## config.mk

```make
export PLATFORM = sky130hd
export DESIGN_NAME = ddr_cmd_tracker
export DESIGN_NICKNAME = d
export VERILOG_FILES = /design/src/rtl/ddr_cmd_pkg.sv /design/src/rtl/ddr_cmd_decode.sv /design/src/rtl/ddr_bank_table.sv /design/src/rtl/ddr_power_fsm.sv /design/src/rtl/ddr_cmd_tracker.sv
export SDC_FILE = /design/constraint.sdc
export NUM_CORES = 1
export LEC_CHECK = 0
export ABC_AREA = 1
export CAP_MARGIN = 20
export CORE_MARGIN = 5
export CORE_UTILIZATION = 55
export DETAILED_ROUTE_END_ITERATION = 10
export GPL_TIMING_DRIVEN = 0
export PLACE_DENSITY = 0.83
export SYNTH_ARGS = -nofsm -noshare
export SYNTH_HDL_FRONTEND = slang
export SYNTH_HIERARCHICAL = 1
export SYNTH_SLANG_ARGS = --single-unit
```

## constraint.sdc

```tcl
create_clock -name clk_i -period 6.2 [get_ports clk_i]
set_clock_uncertainty 0.15 [all_clocks]
set_input_delay 0.93 -clock clk_i [delete_from_list [all_inputs] [get_ports clk_i]]
set_output_delay 0.93 -clock clk_i [all_outputs]
set_load 0.03 [all_outputs]
```

## src/rtl/ddr_cmd_pkg.sv

```systemverilog
package ddr_cmd_pkg;
  typedef enum logic [3:0] {
    CMD_NOP  = 4'd0,
    CMD_ACT  = 4'd1,
    CMD_RD   = 4'd2,
    CMD_WR   = 4'd3,
    CMD_PRE  = 4'd4,
    CMD_REF  = 4'd5,
    CMD_MRS  = 4'd6,
    CMD_BST  = 4'd7,
    CMD_SREF = 4'd8
  } ddr_cmd_e;

  typedef enum logic [1:0] {
    PWR_ACTIVE   = 2'd0,
    PWR_PRE_PD   = 2'd1,
    PWR_ACT_PD   = 2'd2,
    PWR_SELF_REF = 2'd3
  } ddr_pwr_e;
endpackage

```

## src/rtl/ddr_cmd_decode.sv

```systemverilog
module ddr_cmd_decode
  import ddr_cmd_pkg::*;
(
  input  logic     cs_ni,
  input  logic     ras_ni,
  input  logic     cas_ni,
  input  logic     we_ni,
  output ddr_cmd_e cmd_o
);
  always_comb begin
    cmd_o = CMD_NOP;
    if (!cs_ni) begin
      unique case ({ras_ni, cas_ni, we_ni})
        3'b011:  cmd_o = CMD_ACT;
        3'b101:  cmd_o = CMD_RD;
        3'b100:  cmd_o = CMD_WR;
        3'b010:  cmd_o = CMD_PRE;
        3'b001:  cmd_o = CMD_REF;
        3'b000:  cmd_o = CMD_MRS;
        3'b110:  cmd_o = CMD_BST;
        default: cmd_o = CMD_NOP;
      endcase
    end
  end
endmodule

```

## src/rtl/ddr_bank_table.sv

```systemverilog
module ddr_bank_table #(
  parameter int NUM_BANKS = 4,
  parameter int ROW_W     = 13,
  localparam int BA_W     = $clog2(NUM_BANKS)
) (
  input  logic                 clk_i,
  input  logic                 rst_ni,
  input  logic [BA_W-1:0]      bank_sel_i,
  input  logic                 open_en_i,
  input  logic [ROW_W-1:0]     row_i,
  input  logic                 close_en_i,
  input  logic                 close_all_i,
  output logic [NUM_BANKS-1:0] open_o,
  output logic [ROW_W-1:0]     sel_row_o,
  output logic                 any_open_o
);
  logic [ROW_W-1:0] row_q [NUM_BANKS];

  for (genvar b = 0; b < NUM_BANKS; b++) begin : g_bank
    logic hit;
    assign hit = (bank_sel_i == BA_W'(b));
    always_ff @(posedge clk_i or negedge rst_ni) begin
      if (!rst_ni) begin
        open_o[b] <= 1'b0;
        row_q[b]  <= '0;
      end else if (close_all_i || (close_en_i && hit)) begin
        open_o[b] <= 1'b0;
      end else if (open_en_i && hit) begin
        open_o[b] <= 1'b1;
        row_q[b]  <= row_i;
      end
    end
  end

  assign sel_row_o  = row_q[bank_sel_i];
  assign any_open_o = |open_o;
endmodule

```

## src/rtl/ddr_power_fsm.sv

```systemverilog
module ddr_power_fsm
  import ddr_cmd_pkg::*;
(
  input  logic     clk_i,
  input  logic     rst_ni,
  input  logic     cke_i,
  input  logic     any_open_i,
  input  logic     sref_req_i,
  output ddr_pwr_e state_o
);
  ddr_pwr_e state_d;

  always_comb begin
    state_d = state_o;
    if (state_o == PWR_ACTIVE) begin
      if (!cke_i) begin
        if (sref_req_i)      state_d = PWR_SELF_REF;
        else if (any_open_i) state_d = PWR_ACT_PD;
        else                 state_d = PWR_PRE_PD;
      end
    end else if (cke_i) begin
      state_d = PWR_ACTIVE;
    end
  end

  always_ff @(posedge clk_i or negedge rst_ni) begin
    if (!rst_ni) state_o <= PWR_ACTIVE;
    else         state_o <= state_d;
  end
endmodule

```

## src/rtl/ddr_cmd_tracker.sv

```systemverilog
module ddr_cmd_tracker
  import ddr_cmd_pkg::*;
#(
  parameter int NUM_BANKS = 4,
  parameter int ADDR_W    = 13,
  parameter int AP_BIT    = 10,
  parameter int BURST_CYC = 4,
  localparam int BA_W     = $clog2(NUM_BANKS)
) (
  input  logic                 clk_i,
  input  logic                 rst_ni,
  input  logic                 cs_ni,
  input  logic                 ras_ni,
  input  logic                 cas_ni,
  input  logic                 we_ni,
  input  logic                 cke_i,
  input  logic [BA_W-1:0]      ba_i,
  input  logic [ADDR_W-1:0]    addr_i,
  output logic                 cmd_valid_o,
  output logic [3:0]           cmd_o,
  output logic [BA_W-1:0]      bank_o,
  output logic [ADDR_W-1:0]    row_o,
  output logic [ADDR_W-1:0]    col_o,
  output logic                 auto_pre_o,
  output logic [ADDR_W-1:0]    mode_reg_o,
  output logic [ADDR_W-1:0]    ext_mode_reg_o,
  output logic [NUM_BANKS-1:0] bank_open_o,
  output logic [1:0]           pwr_state_o,
  output logic                 proto_err_o
);
  localparam int CNT_W = $clog2(BURST_CYC + 1);
  localparam logic [ADDR_W-1:0] AP_MASK = ADDR_W'(1) << AP_BIT;

  ddr_cmd_e         cmd;
  ddr_pwr_e         pwr_q;
  logic [ADDR_W-1:0] sel_row;
  logic             any_open;
  logic [CNT_W-1:0] busy_q;

  logic strobe, err, open_en, close_en, close_all, sref_req;
  logic ld_mode, ld_ext, rw_ok, bst_ok;
  ddr_cmd_e strobe_cmd;

  ddr_cmd_decode u_dec (
    .cs_ni (cs_ni), .ras_ni(ras_ni), .cas_ni(cas_ni), .we_ni(we_ni), .cmd_o(cmd)
  );

  ddr_bank_table #(.NUM_BANKS(NUM_BANKS), .ROW_W(ADDR_W)) u_banks (
    .clk_i      (clk_i),
    .rst_ni     (rst_ni),
    .bank_sel_i (ba_i),
    .open_en_i  (open_en),
    .row_i      (addr_i),
    .close_en_i (close_en),
    .close_all_i(close_all),
    .open_o     (bank_open_o),
    .sel_row_o  (sel_row),
    .any_open_o (any_open)
  );

  ddr_power_fsm u_pwr (
    .clk_i     (clk_i),
    .rst_ni    (rst_ni),
    .cke_i     (cke_i),
    .any_open_i(any_open),
    .sref_req_i(sref_req),
    .state_o   (pwr_q)
  );

  logic active, sel_open, is_rw, acc_busy;
  assign active   = (pwr_q == PWR_ACTIVE);
  assign sel_open = bank_open_o[ba_i];
  assign is_rw    = (cmd == CMD_RD) || (cmd == CMD_WR);
  assign acc_busy = (busy_q != '0) || is_rw;

  always_comb begin
    strobe = 1'b0; err = 1'b0; strobe_cmd = cmd;
    open_en = 1'b0; close_en = 1'b0; close_all = 1'b0; sref_req = 1'b0;
    ld_mode = 1'b0; ld_ext = 1'b0; rw_ok = 1'b0; bst_ok = 1'b0;
    if (active && cke_i) begin
      unique case (cmd)
        CMD_ACT: if (sel_open) err = 1'b1;
                 else begin open_en = 1'b1; strobe = 1'b1; end
        CMD_RD, CMD_WR:
                 if (!sel_open) err = 1'b1;
                 else begin
                   strobe = 1'b1; rw_ok = 1'b1;
                   close_en = addr_i[AP_BIT];
                 end
        CMD_PRE: begin
                   strobe = 1'b1;
                   if (addr_i[AP_BIT]) close_all = 1'b1;
                   else                close_en  = 1'b1;
                 end
        CMD_REF: if (any_open) err = 1'b1; else strobe = 1'b1;
        CMD_MRS: if (ba_i == BA_W'(0))      begin ld_mode = 1'b1; strobe = 1'b1; end
                 else if (ba_i == BA_W'(1)) begin ld_ext  = 1'b1; strobe = 1'b1; end
                 else err = 1'b1;
        CMD_BST: begin strobe = 1'b1; bst_ok = 1'b1; end
        default: ;
      endcase
    end else if (active && !cke_i) begin
      if (acc_busy) err = 1'b1;
      if (cmd == CMD_REF) begin
        if (any_open) err = 1'b1;
        else begin sref_req = 1'b1; strobe = 1'b1; strobe_cmd = CMD_SREF; end
      end
    end
  end

  // access window counter
  always_ff @(posedge clk_i or negedge rst_ni) begin
    if (!rst_ni)          busy_q <= '0;
    else if (rw_ok)       busy_q <= CNT_W'(BURST_CYC);
    else if (bst_ok)      busy_q <= '0;
    else if (busy_q != '0) busy_q <= busy_q - 1'b1;
  end

  always_ff @(posedge clk_i or negedge rst_ni) begin
    if (!rst_ni) begin
      cmd_valid_o    <= 1'b0;
      cmd_o          <= CMD_NOP;
      bank_o         <= '0;
      row_o          <= '0;
      col_o          <= '0;
      auto_pre_o     <= 1'b0;
      mode_reg_o     <= '0;
      ext_mode_reg_o <= '0;
      proto_err_o    <= 1'b0;
    end else begin
      cmd_valid_o <= strobe;
      proto_err_o <= err;
      if (strobe) begin
        cmd_o  <= strobe_cmd;
        bank_o <= ba_i;
      end
      if (open_en) row_o <= addr_i;
      if (rw_ok) begin
        row_o      <= sel_row;
        col_o      <= addr_i & ~AP_MASK;
        auto_pre_o <= addr_i[AP_BIT];
      end
      if (ld_mode) mode_reg_o     <= addr_i;
      if (ld_ext)  ext_mode_reg_o <= addr_i;
    end
  end

  assign pwr_state_o = pwr_q;
endmodule

```

==> out/qor.txt <==
status - finished, final reports clean
PwrDens - 376 nW/um^2
vias in the first global route - 5214
Clock Tree Root - clkbuf_8
syn_area_per_cell - 8.23 sq um
endpoints failing setup - 0
Critical Path Source - ras_ni
IO Pins - 89
RSZ-0062 raised after global routing - no
core area - 9860 sq um
Clk pwr share - 38.0%
DRT iter0 DRCs - 571
critical path class - in2reg
total chip power - 2.75 mW
CTS tree - yes
Worst EP required - 6450 ps
crit-path cells - clkdlybuf4s50_1 -> inv_2 -> nand2_2 -> nand2_1 -> nor2_1 -> inv_1 -> nor2_1 -> nand2_1 -> a21oi_1 -> nand3_1 -> nand2_1 -> inv_1 -> clkbuf_1 -> nand3_1 -> nand2_1
n_diodes - 0
Max Cap Viol - 0
Slew headroom - 63.1%
post-layout util - 74.0%
Flop pwr share - 37.3%
LEAKAGE - 3.63 nW
setup slack after layout - 2670 ps
final WL - 16000 um
share of layout cells above drive strength 1 - 9.86%
Congestion Overflow GR - 0
Post-Synthesis Cells - 681
number of gates resized after cts - 0
Max Freq - 283 MHz
most frequent CP cell - nand2_1
crit path max fanout - 10
die footprint - 12300 sq um
setup TNS - 0 ps
Comb pwr share - 24.7%
Die Y - 111 um
Arrival @ worst endpoint - 3780 ps
worst-skew pair later-pin latency - 520 ps
maximum VDD drop - 0.000164 V
Max Slew Vio Count - 0
switch share - 32.0%
top cell type's share of synthesized area - 54.1%
first-pass GRT wire length - 26500 um
Synth Net Count - 705
DR WL/cell - 17.1 um
most common cell after layout, fill and taps aside - nand2_1
vias - 5360
DRC - 0
design internal power - 1.87 mW
Worst setup SP type - input port
Yosys reg bits - 121
clock sink count - 121
CTS Hold Bufs - 0
Cell Count, Final, Fillers Out - 934
gpl congestion - 0.904
worst slack at placement - 2260 ps
fin area - 7300 sq um
sw power - 879 uW
port bufs - 87
DR vias/cell - 5.74
clk buf depth - 2
WHS - 139 ps
placed inst area - 6670 sq um
Initial Util - 56.8%
DRT Pass-1 Iters - 6
most frequent cells in the layout - nand2_1 (284), dfrtp_1 (121), clkdlybuf4s50_1 (86), nand4_1 (54), nand3_1 (47)
GRT Total Usage - 26.7%
Crit path buffers/inverters - 5
area leader, netlist - dfrtp_1
area grow syn2layout - 30.3%
Least-Margin Pin Slew - 552 ps
cts bufs inserted - 17
slowest cell delay on critical path - 540 ps
floorplan row count - 36
Critical-path top delay cell - clkdlybuf4s50_1
nets - 812
Fin. Hold Viols - 0
final antenna-violating net count - 0
# H-tree levels - 4
synth unique cells - 30
Area contributors post-synth - dfrtp_1 (54%), nand2_1 (19%), nand4_1 (6.0%)
Post-Syn Area - 5600 sq um
Clock Pin Slew Worst Setup and Hold Paths - 60 ps
pin count of the biggest net entering global routing - 93
worst flop-to-flop path startpoint - u_pwr/state_o[1]$_DFFE_PN0P_
die width - 111 um
YS warnings - 6
Placed Cells - 902
Period Utilization, post-route - 57.0%
postcts setup bufs - 0
antenna violations before repair - 0
CP delay by family, top - simple AND/OR/NAND/NOR gates
placed wire-length estimate - 11500 um
sequential area share after synthesis - 54.1%
Setup crit end kind - flip-flop
Tmin final - 3530 ps
HP Class - in2async
cells by family (layout without fill, tap and decap cells):
logic type      after synthesis  in the layout  share of synthesized area [%]
xor+xnor                      1              1                          0.156
flops                       121            121                           54.1
compound gates               55             55                           5.03
buf+inv                      81            201                           6.54
other cells                   2              2                          0.134
fa+ha+maj                     2              2                          0.447
simple gates                419            419                           33.6
power by group through the flow:
stage	Sequential, mW	Combinational, mW	Clock (mW)
5_1_grt	1.04	0.735	1.09
6_report	1.02	0.680	1.04
3_5_place_dp	1.03	0.676	0
3_3_place_gp	1.03	0.651	0
4_1_cts	1.02	0.683	1.05
2_1_floorplan	1.18	0.232	0
worst register-to-register path: stages (launching register included):
cell and delay [ps]:
dfrtp_1 410, nor2_2 160, inv_1 120, nor2_8 190, nand4_1 160, inv_1 190, inv_1 130, nor2_2 230
nand3_1 200, buf_2 250, nand2_1 90, nand2_1 60
path summary, 6_finish.rpt:
kind	end	slack (ps)	cells past startpoint
setup / recovery	u_banks/row_q[4]$_DFFE_PN0P_	2670	15
max in group asynchronous	u_banks/row_q[44]$_DFFE_PN0P_	5030	2
min in group clk_i	row_o[6]$_DFFE_PN0P_	330	2
hold / removal	busy_q[2]$_DFFE_PN0P_	140	1
hold reg to reg	row_o[6]$_DFFE_PN0P_	330	2
setup reg to reg	u_banks/row_q[4]$_DFFE_PN0P_	3750	11
flip-flops by register name, summed over array words and instances (netlist names):
signal	count
cmd_valid_o	1
bank_o	2
busy_q	3
col_o	12
cmd_o	4
row_o	13
auto_pre_o	1
mode_reg_o	13
u_banks/open_o	4
ext_mode_reg_o	13
proto_err_o	1
u_banks/row_q	52
u_pwr/state_o	2
cell usage after synthesis:
cell type / n
nor2_4: 1
inv_1: 44
a21boi_0: 1
buf_1: 2
a21oi_2: 1
buf_6: 4
xor2_1: 1
nor2_1: 14
ha_1: 2
clkbuf_1: 7
nand2_2: 3
nand3b_1: 1
nor2_2: 4
nand3_4: 1
conb_1: 2
nand4_2: 4
nand2_1: 284
nand4_1: 54
o21ai_0: 37
dfrtp_1: 121
nand3_1: 47
nor3_4: 1
o21ai_1: 9
a21oi_1: 7
buf_2: 17
nand2_4: 1
inv_2: 4
buf_4: 3
nor2_8: 1
nor3_1: 3
area by class of cell:
type | count | area, sq um
Timing Repair Buffer | 88 | 900
Buffer | 33 | 186
Tap cell | 133 | 166
Fill cell | 680 | 2560
Multi-Input combinational cell | 479 | 2210
Clock buffer | 19 | 442
Sequential cell | 121 | 3030
Clock inverter | 13 | 190
Inverter | 48 | 180
metal layers:
layer  wire [um]  share of wire (%)  GRT usage [%]  vias up
met1        6390                 40           34.6     2554
met4         371                2.3           10.4        0
li1            -                  -              -     2438
met3        1440                9.0           6.93       46
met2        7790                 49           43.2      322
met5           0                  0              0        -
(Power assumes the default switching activity.)
